[config.mk]
export PLATFORM = sky130hd
export DESIGN_NAME = rom_fetch_ctrl
export DESIGN_NICKNAME = d
export VERILOG_FILES = /design/src/rtl/rom_fetch_pkg.sv /design/src/rtl/rom_fetch_timing.sv /design/src/rtl/rom_fetch_seq.sv /design/src/rtl/rom_fetch_path.sv /design/src/rtl/rom_fetch_ctrl.sv
export SDC_FILE = /design/constraint.sdc
export NUM_CORES = 1
export LEC_CHECK = 0
export ABC_AREA = 1
export BUFFER_PORTS_ARGS = -buffer_cell sky130_fd_sc_hd__buf_2
export CAP_MARGIN = 20
export CORE_ASPECT_RATIO = 1.25
export CORE_UTILIZATION = 49
export CTS_CLUSTER_SIZE = 24
export DETAILED_ROUTE_END_ITERATION = 10
export PLACE_DENSITY = 0.79
export RECOVER_POWER = 100
export SLEW_MARGIN = 20
export SYNTH_ARGS = -nofsm -noshare
export SYNTH_HDL_FRONTEND = slang
export SYNTH_HIERARCHICAL = 1
export SYNTH_SLANG_ARGS = --single-unit
[constraint.sdc]
create_clock -name clk -period 2 [get_ports clk]
set_clock_uncertainty 0.15 [all_clocks]
set_input_delay 0.1 -clock clk [delete_from_list [all_inputs] [get_ports clk]]
set_output_delay 0.1 -clock clk [all_outputs]
set_load 0.005 [all_outputs]
[src/rtl/rom_fetch_pkg.sv]
package rom_fetch_pkg;

   typedef enum logic [2:0] {
      ST_IDLE,
      ST_SETUP,
      ST_WAIT,
      ST_CAPTURE,
      ST_RECOVER
   } fetch_state_e;

   localparam int FLOAT_NS   = 20;
   localparam int SLOWEST_NS = 120;

   function automatic int cycles_for(input int ns, input int period);
      return (ns + period - 1) / period;
   endfunction

   function automatic int imax(input int a, input int b);
      return (a > b) ? a : b;
   endfunction

   function automatic int access_ns(input int grade);
      case (grade)
         0:       return 80;
         1:       return 100;
         default: return 120;
      endcase
   endfunction

   function automatic int enable_ns(input int grade);
      case (grade)
         0:       return 40;
         1:       return 50;
         default: return 60;
      endcase
   endfunction

endpackage

[src/rtl/rom_fetch_timing.sv]
module rom_fetch_timing
   import rom_fetch_pkg::*;
#(
   parameter int SPEED_GRADE   = 2,
   parameter int CLK_PERIOD_NS = 10,
   parameter int CNT_W         = 5
) (
   output logic [CNT_W-1:0] acc_cycles,
   output logic [CNT_W-1:0] float_cycles
);

   localparam int FLT = cycles_for(FLOAT_NS, CLK_PERIOD_NS);

   generate
      case (SPEED_GRADE)
         0: begin : g_grade_fast
            localparam int ACC = imax(cycles_for(80, CLK_PERIOD_NS),
                                      cycles_for(40, CLK_PERIOD_NS));
            assign acc_cycles = CNT_W'(ACC);
         end
         1: begin : g_grade_mid
            localparam int ACC = imax(cycles_for(100, CLK_PERIOD_NS),
                                      cycles_for(50, CLK_PERIOD_NS));
            assign acc_cycles = CNT_W'(ACC);
         end
         default: begin : g_grade_slow
            localparam int ACC = imax(cycles_for(120, CLK_PERIOD_NS),
                                      cycles_for(60, CLK_PERIOD_NS));
            assign acc_cycles = CNT_W'(ACC);
         end
      endcase
   endgenerate

   assign float_cycles = CNT_W'(FLT);

endmodule

[src/rtl/rom_fetch_seq.sv]
module rom_fetch_seq
   import rom_fetch_pkg::*;
#(
   parameter int CNT_W = 5
) (
   input  logic             clk,
   input  logic             rst_n,
   input  logic             start,
   input  logic [CNT_W-1:0] acc_cycles,
   input  logic [CNT_W-1:0] float_cycles,
   output logic             ready,
   output logic             ctl_n,
   output logic             capture,
   output logic             finish
);

   fetch_state_e     state_q;
   logic [CNT_W-1:0] cnt_q;
   logic             ctl_n_q;

   always_ff @(posedge clk or negedge rst_n) begin
      if (!rst_n) begin
         state_q <= ST_IDLE;
         cnt_q   <= '0;
         ctl_n_q <= 1'b1;
      end else begin
         case (state_q)
            ST_IDLE: begin
               if (start) begin
                  state_q <= ST_SETUP;
                  ctl_n_q <= 1'b0;
               end
            end
            ST_SETUP: begin
               state_q <= ST_WAIT;
               cnt_q   <= acc_cycles - 1'b1;
            end
            ST_WAIT: begin
               if (cnt_q == '0) begin
                  state_q <= ST_CAPTURE;
               end else begin
                  cnt_q <= cnt_q - 1'b1;
               end
            end
            ST_CAPTURE: begin
               state_q <= ST_RECOVER;
               ctl_n_q <= 1'b1;
               cnt_q   <= float_cycles - 1'b1;
            end
            ST_RECOVER: begin
               if (cnt_q == '0) begin
                  state_q <= ST_IDLE;
               end else begin
                  cnt_q <= cnt_q - 1'b1;
               end
            end
            default: begin
               state_q <= ST_IDLE;
               ctl_n_q <= 1'b1;
            end
         endcase
      end
   end

   assign ready   = (state_q == ST_IDLE);
   assign ctl_n   = ctl_n_q;
   assign capture = (state_q == ST_CAPTURE);
   assign finish  = (state_q == ST_RECOVER) && (cnt_q == '0);

endmodule

[src/rtl/rom_fetch_path.sv]
module rom_fetch_path #(
   parameter int WORD_AW = 18,
   parameter int DATA_W  = 16
) (
   input  logic               clk,
   input  logic               rst_n,
   input  logic               start,
   input  logic               capture,
   input  logic               finish,
   input  logic [WORD_AW:0]   req_addr,
   input  logic               req_byte,
   input  logic [DATA_W-2:0]  rom_dq,
   input  logic               rom_top_in,
   output logic [WORD_AW-1:0] rom_addr,
   output logic               rom_wide,
   output logic               rom_top_out,
   output logic               rom_top_oe,
   output logic               rsp_valid,
   output logic [DATA_W-1:0]  rsp_data
);

   localparam int LANE_W = 8;
   localparam int LANES  = DATA_W / LANE_W;

   logic [WORD_AW-1:0]            addr_q;
   logic                          wide_q;
   logic                          top_out_q;
   logic                          top_oe_q;
   logic                          rsp_valid_q;
   logic [DATA_W-1:0]             rsp_q;
   logic [DATA_W-1:0]             pins;
   logic [LANES-1:0][LANE_W-1:0]  lane_d;

   assign pins = {rom_top_in, rom_dq};

   // Lane 0 always carries the fetched byte; the upper lanes are zeroed in byte mode.
   generate
      for (genvar l = 0; l < LANES; l++) begin : g_lane
         if (l == 0) begin : g_low
            assign lane_d[l] = pins[LANE_W-1:0];
         end else begin : g_high
            assign lane_d[l] = wide_q ? pins[l*LANE_W +: LANE_W] : '0;
         end
      end
   endgenerate

   always_ff @(posedge clk or negedge rst_n) begin
      if (!rst_n) begin
         addr_q    <= '0;
         wide_q    <= 1'b1;
         top_out_q <= 1'b0;
         top_oe_q  <= 1'b0;
      end else if (start) begin
         addr_q    <= req_addr[WORD_AW:1];
         wide_q    <= ~req_byte;
         top_out_q <= req_addr[0];
         top_oe_q  <= req_byte;
      end else if (finish) begin
         top_oe_q  <= 1'b0;
      end
   end

   always_ff @(posedge clk or negedge rst_n) begin
      if (!rst_n) begin
         rsp_valid_q <= 1'b0;
         rsp_q       <= '0;
      end else begin
         rsp_valid_q <= capture;
         if (capture) begin
            rsp_q <= lane_d;
         end
      end
   end

   assign rom_addr    = addr_q;
   assign rom_wide    = wide_q;
   assign rom_top_out = top_out_q;
   assign rom_top_oe  = top_oe_q;
   assign rsp_valid   = rsp_valid_q;
   assign rsp_data    = rsp_q;

endmodule

[src/rtl/rom_fetch_ctrl.sv]
module rom_fetch_ctrl
   import rom_fetch_pkg::*;
#(
   parameter int SPEED_GRADE   = 2,
   parameter int CLK_PERIOD_NS = 10,
   parameter int WORD_AW       = 18,
   parameter int DATA_W        = 16
) (
   input  logic               clk,
   input  logic               rst_n,
   input  logic               req_valid,
   input  logic [WORD_AW:0]   req_addr,
   input  logic               req_byte,
   output logic               req_ready,
   output logic               rsp_valid,
   output logic [DATA_W-1:0]  rsp_data,
   output logic [WORD_AW-1:0] rom_addr,
   output logic               rom_ce_n,
   output logic               rom_oe_n,
   output logic               rom_wide,
   input  logic [DATA_W-2:0]  rom_dq,
   input  logic               rom_top_in,
   output logic               rom_top_out,
   output logic               rom_top_oe
);

   localparam int SLOW_CYC = cycles_for(SLOWEST_NS, CLK_PERIOD_NS);
   localparam int CNT_W    = $clog2(SLOW_CYC + 1) + 1;

   generate
      if (SPEED_GRADE < 0 || SPEED_GRADE > 2) begin : g_bad_grade
         $error("SPEED_GRADE must be 0, 1 or 2");
      end
      if (CLK_PERIOD_NS < 1) begin : g_bad_period
         $error("CLK_PERIOD_NS must be at least 1");
      end
      if (DATA_W < 16 || (DATA_W % 8) != 0) begin : g_bad_width
         $error("DATA_W must be a multiple of 8 and at least 16");
      end
      if (WORD_AW < 1) begin : g_bad_aw
         $error("WORD_AW must be at least 1");
      end
   endgenerate

   logic [CNT_W-1:0] acc_cycles;
   logic [CNT_W-1:0] float_cycles;
   logic             start;
   logic             ctl_n;
   logic             capture;
   logic             finish;

   rom_fetch_timing #(
      .SPEED_GRADE  (SPEED_GRADE),
      .CLK_PERIOD_NS(CLK_PERIOD_NS),
      .CNT_W        (CNT_W)
   ) u_timing (
      .acc_cycles  (acc_cycles),
      .float_cycles(float_cycles)
   );

   assign start = req_valid & req_ready;

   rom_fetch_seq #(
      .CNT_W(CNT_W)
   ) u_seq (
      .clk         (clk),
      .rst_n       (rst_n),
      .start       (start),
      .acc_cycles  (acc_cycles),
      .float_cycles(float_cycles),
      .ready       (req_ready),
      .ctl_n       (ctl_n),
      .capture     (capture),
      .finish      (finish)
   );

   rom_fetch_path #(
      .WORD_AW(WORD_AW),
      .DATA_W (DATA_W)
   ) u_path (
      .clk        (clk),
      .rst_n      (rst_n),
      .start      (start),
      .capture    (capture),
      .finish     (finish),
      .req_addr   (req_addr),
      .req_byte   (req_byte),
      .rom_dq     (rom_dq),
      .rom_top_in (rom_top_in),
      .rom_addr   (rom_addr),
      .rom_wide   (rom_wide),
      .rom_top_out(rom_top_out),
      .rom_top_oe (rom_top_oe),
      .rsp_valid  (rsp_valid),
      .rsp_data   (rsp_data)
   );

   assign rom_ce_n = ctl_n;
   assign rom_oe_n = ctl_n;

endmodule

# Yosys cells after proc, flatten, opt, wreduce, memory -nomap -nowiden
# Index checks and enable logic that the tools add are counted.
[totals]
regBits = 47
inputBits = 39
output_inout_bits = 41
word_cells = 42
[classes]
n_addsub = 1
eq_ne = 8
muxes = 11
bitwise = 3
reduce_logical = 10
[ops]
columns = ["cell", "n"]
rows = [
  ["$pmux W3 S5", 1],
  ["$pmux W5 S3", 1],
  ["$mux W3", 3],
  ["$mux W8", 1],
  ["$eq A3 B2 Y1 const B", 2],
  ["$ne A2 B1 Y1 const B", 3],
  ["$logic_not A5 Y1", 1],
  ["$mux W5", 1],
  ["$sub A5 B1 Y5 const B", 1],
  ["$reduce_and A2 Y1", 2],
  ["$eq A3 B1 Y1 const B", 1],
  ["$eq A3 B3 Y1 const B", 1],
  ["$logic_not A3 Y1", 1],
  ["$mux W1", 3],
  ["$reduce_and A3 Y1", 1],
  ["$reduce_bool A3 Y1", 1],
  ["$reduce_or A3 Y1", 1],
  ["$ne A2 B2 Y1 const B", 1],
  ["$not A1 Y1", 2],
  ["$pmux W1 S2", 1],
  ["$reduce_bool A2 Y1", 1],
  ["$reduce_or A2 Y1", 1],
  ["$and A1 B1 Y1", 1],
  ["$logic_and A1 B1 Y1", 1],
]

# Longest topological paths before layout
[logic_depth]
depth_word = 4
mapped_depth = 14
ltp_nobuf = 13

# By module
# The synthesis kept the hierarchy.
[by_module_without_submodules]
columns = ["mod", "instances", "cells_each", "area_each_um2", "seq_area_each_um2"]
rows = [
  ["rom_fetch_path", 1, 157, 1431.4, 952.2],
  ["rom_fetch_seq", 1, 98, 666.9, 226.5],
  ["rom_fetch_timing", 1, 12, 82.6, 0.0],
  ["rom_fetch_ctrl", 1, 3, 15.0, 0.0],
]

# Worst setup path after synthesis
# OpenSTA, ideal clock, no wires.
[synth_path]
kind = "register to register"
from = "reg u_seq.state_q[1]"
to = "reg u_seq.cnt_q[4]"
setup_time_ns = 0.118
arrival_time_ns = 1.497
t_required_ns = 1.732
setup_slack_ns = 0.236
path_stages_with_launch = 13
n_path_buf = 1
period_less_slack_ns = 1.764
cell_sequence = "dfrtp_1 buf_6 nor2_2 nand2_2 nand2_4 or2_1 nand2_2 ha_1 inv_1 nor2_2 nand3_1 nand3_1 nand2_1"
[synth_via]
elab_chain_cells = 4
word_cells_on_any_way = 9
classes_between = "5 x eq/ne; 1 x mux; 3 x reduce/logical"
[synth_rtl]
columns = ["item", "line", "rtl"]
rows = [
  ["start, declared", "rom_fetch_seq.sv:17", "fetch_state_e state_q;"],
  ["start signal, assigned", "rom_fetch_seq.sv:23", "state_q <= ST_IDLE;"],
  ["start signal, assigned", "rom_fetch_seq.sv:30", "state_q <= ST_SETUP;"],
  ["start signal, assigned", "rom_fetch_seq.sv:35", "state_q <= ST_WAIT;"],
  ["$eq A3 B2 Y1 / $eq A3 B3 Y1 (equally long branches)", "rom_fetch_seq.sv:27", "case (state_q)"],
  ["$reduce_or A2 Y1 (no source line)", "--", ""],
  ["$ne A2 B2 Y1 (no source line) / $reduce_bool A3 Y1 (equally long branches)", "--", ""],
  ["$reduce_and A2 Y1 (no source line)", "--", ""],
  ["end signal, assigned", "rom_fetch_seq.sv:36", "cnt_q <= acc_cycles - 1'b1;"],
  ["end signal, assigned", "rom_fetch_seq.sv:42", "cnt_q <= cnt_q - 1'b1;"],
  ["end signal, assigned", "rom_fetch_seq.sv:48", "cnt_q <= float_cycles - 1'b1;"],
  ["end, declared", "rom_fetch_seq.sv:18", "logic [CNT_W-1:0] cnt_q;"],
]
# Parallel ways exist; a longest one is shown, timed or not.
# A chain may end at the register's enable or synchronous reset.

# Worst setup path after layout
[layout_path]
from = "reg u_seq.state_q[2]"
to = "reg u_seq.cnt_q[4]"
# The elaborated chain is that of the path after synthesis.

==> impl_results.md <==
* Status: completed
* Mapped cell area at 0.00220 sq mm
* Switch Pwr at 1.79 mW
* Gr usage total at 26.2%
* Synthesized area per cell at 8.13 sq um
* Clock Tree Root: clkbuf_8
* Worst hold path cell count at 6
* Leak at 1.60 nW
* Hold Path Origin: req_valid
* First-pass GRT wire length at 9190 um
* CTS clock-pin slew for the worst setup and hold paths at 80 ps
* Setup TNS at 0 ps
* Count of final setup violators at 0
* Reg area at 0.00118 sq mm
* Flop pwr share at 41.7%
* Crit path DAT at 1910 ps
* Htree depth at 2
* Period utilization at 93.5%
* Worst vdd ir at 0.000622 V
* Layout area overhead at 36.5%
* Row Count at 26
* R2R cell count at 11
* Final #Nets at 427
* Reg-to-Reg Start: u_seq/state_q[2]$_DFFE_PN0P_
* Antenna Nets Post-Route at 0
* Max cap viols at 0
* Synth warn at 6
* Hold Fails Final Rpt at 0
* CTS max path bufs at 2
* Hold Crit Class: in2reg
* Comb power frac at 45.4%
* Post-synthesis sequential area ratio at 53.7%
* GP Congestion at 0.909
* Post-synth top flop: dfrtp_1
* Final worst slack at 131 ps
* CP Capture Type: flip-flop
* Clk pwr share at 12.9%
* Max Slew Vio Count at 0
* Area of the multi-input gates at 845 sq um
* Dpl hpwl at 3310 um
* Ys async rst share at 100%
* Synth Register Bits at 47
* Final worst path period need at 1870 ps
* Initial Utilization at 52.3%
* Initial detailed-routing violation count at 175
* CORE AREA at 0.00420 sq mm
* Synth Instances at 270
* Post-synth EDFFs at 0
* Clock latency on the worst-skew pair at 290 ps
* Critical path class: reg2reg
* Initial antenna violation count at 0
* Io pins at 80
* Input/output buffers at 79
* Switching Share at 42.8%
* Count leader, synth: nand2_1
* CP max FO at 5
* Drt first pass iters at 4
* Post-synth cell types at 28
* Area leader, netlist: dfrtp_1
* DR DRC count at 0
* R2R Path End: u_seq/cnt_q[4]$_DFFE_PN0P_
* Fillcell total at 298
* Die width at 61.9 um
* Worst Hold End: u_path/rom_addr[15]$_DFFE_PN0P_
* Die Area at 0.00475 sq mm
* Share of Yosys cell area claimed by the top area cell type at 51.3%
* Share of layout cells above drive strength 1 at 20.1%
* TritonCTS Buffers at 5
* Internal cell power at 2.39 mW
* Die Y-Extent at 76.8 um
* Vias at 2,135
* Worst slew margin at 25.3%
* Pwr/cell area at 1400 mW/mm^2
* Max Fclk at 535 MHz
* CP startpoint kind: flip-flop
* N_diodes at 0
* CTS tree: built
* Total gr overflow at 0
* RSZ-0062 raised after global routing: false
* Num Clock Sinks at 47
* WL final at 5840 um
* Crit path launch: u_seq/state_q[2]$_DFFE_PN0P_
* Worst path required time at 2040 ps
* Vias/cell at 4.81
* Slew @ Worst Pin at 1120 ps
* Largest net degree at the start of global routing at 48
* Number of global-route vias before repair at 2,071
* Synth top area cells: dfrtp_1 51%, nand2_1 22%, nand3_1 4.6%, buf_4 4.4%, dfstp_2 2.4%
* Commonest cells in the netlist: 126 x nand2_1, 45 x dfrtp_1, 20 x nand3_1
* Power consumption at 4.18 mW
* Routed wire per std cell at 13.1 um
* Reg-to-reg setup timing slack at 130 ps
* Pre-CTS setup slack at 20.3 ps
critical path, stage by stage, from the launching register on:
cell and delay [ps]:
dfrtp_1 450, inv_2 100, nand2_4 110, nand2_4 70, or2_1 220, nand2_2 100
ha_1 170, inv_1 50, nor2_2 140, nand3_1 80, nand3_1 80, nand2_1 50
cells in the final DEF, fill, tap and decap left out, drive strengths merged, types with 2 or more instances in the layout:
master,count
a21oi,2
buf,48
clkbuf,42
conb,10
dfrtp,45
dfstp,2
dlygate4sd3,37
inv,17
nand2,132
nand3,21
nor2,13
nor3,2
o21ai,9
metal layers:
metal  global-route usage [%]  wire [um]  vias to the layer above
met3                     6.41        392                       14
li1                         -          -                     1052
met4                     8.89        112                        0
met2                     45.7       2960                       83
met1                     29.9       2370                      986
met5                        0          0                        -
timing repair:
item | 4_1_cts | 5_1_grt
resized for setup | 0 | 1
hold endpoints to repair | 82 | 0
buffers inserted | 0 | 1
endpoints found under the setup margin | 0 | 2
hold buffers | 37 | 0
cells by family (layout without fill, tap and decap cells):
kind of cell / Yosys count / count (layout) / share of synthesized area (%)
fa+ha+maj: 1 / 1 / 0.570
simple gates: 170 / 170 / 32.5
flops: 47 / 47 / 53.7
other cells: 2 / 10 / 0.342
buf+inv: 36 / 146 / 9.23
compound gates: 14 / 14 / 3.65
final cells by class:
class | instances | area share, %
Sequential cell | 47 | 39.4
Multi-Input combinational cell | 195 | 28.2
Clock buffer | 6 | 2.42
Inverter | 17 | 2.13
Timing Repair Buffer | 121 | 25.1
Tap cell | 56 | 2.34
Clock inverter | 2 | 0.418
stage by stage:
step | area, sq um | hold slack (ps) | cells | utilization, %
2_1_floorplan | 2230 | -346 | 278 | -
3_3_place_gp | 2580 | 71.8 | 398 | 61.5
3_5_place_dp | 2580 | 70.3 | 398 | 61.5
4_1_cts | 3040 | 220 | 443 | 72.4
5_1_grt | 3000 | 263 | 444 | 71.4
6_report | 3000 | 231 | 444 | 71.4
power groups by stage:
stage	registers (mW)	clock network [mW]	logic (mW)
after floorplan	1.71	0	1.22
after global placement	1.71	0	1.81
after detailed placement	1.73	0	1.85
after CTS	1.71	0.559	1.92
after global routing	1.80	0.596	2.20
final	1.74	0.539	1.90
worst max path at each step:
stage                                           to  slack, ps  depth (start not counted)
floorplan               u_seq/cnt_q[4]$_DFFE_PN0P_        240                         12
global placement        u_seq/cnt_q[4]$_DFFE_PN0P_        100                         11
detailed placement      u_seq/cnt_q[4]$_DFFE_PN0P_         20                         11
CTS                     u_seq/cnt_q[4]$_DFFE_PN0P_         30                         11
global route        u_path/rsp_data[9]$_DFFE_PN0P_         20                          7
finish                  u_seq/cnt_q[4]$_DFFE_PN0P_        130                         11
sequential cells by signal, indices dropped and copies added, names as in the netlist:
name	cells
u_seq/cnt_q	5
u_path/rom_top_oe	1
u_path/rom_top_out	1
u_path/rom_addr	18
u_path/rsp_data	16
u_seq/ctl_n	1
u_path/rom_wide	1
u_path/rsp_valid	1
u_seq/state_q	3
No activity file was read; power rests on OpenSTA's default activity.
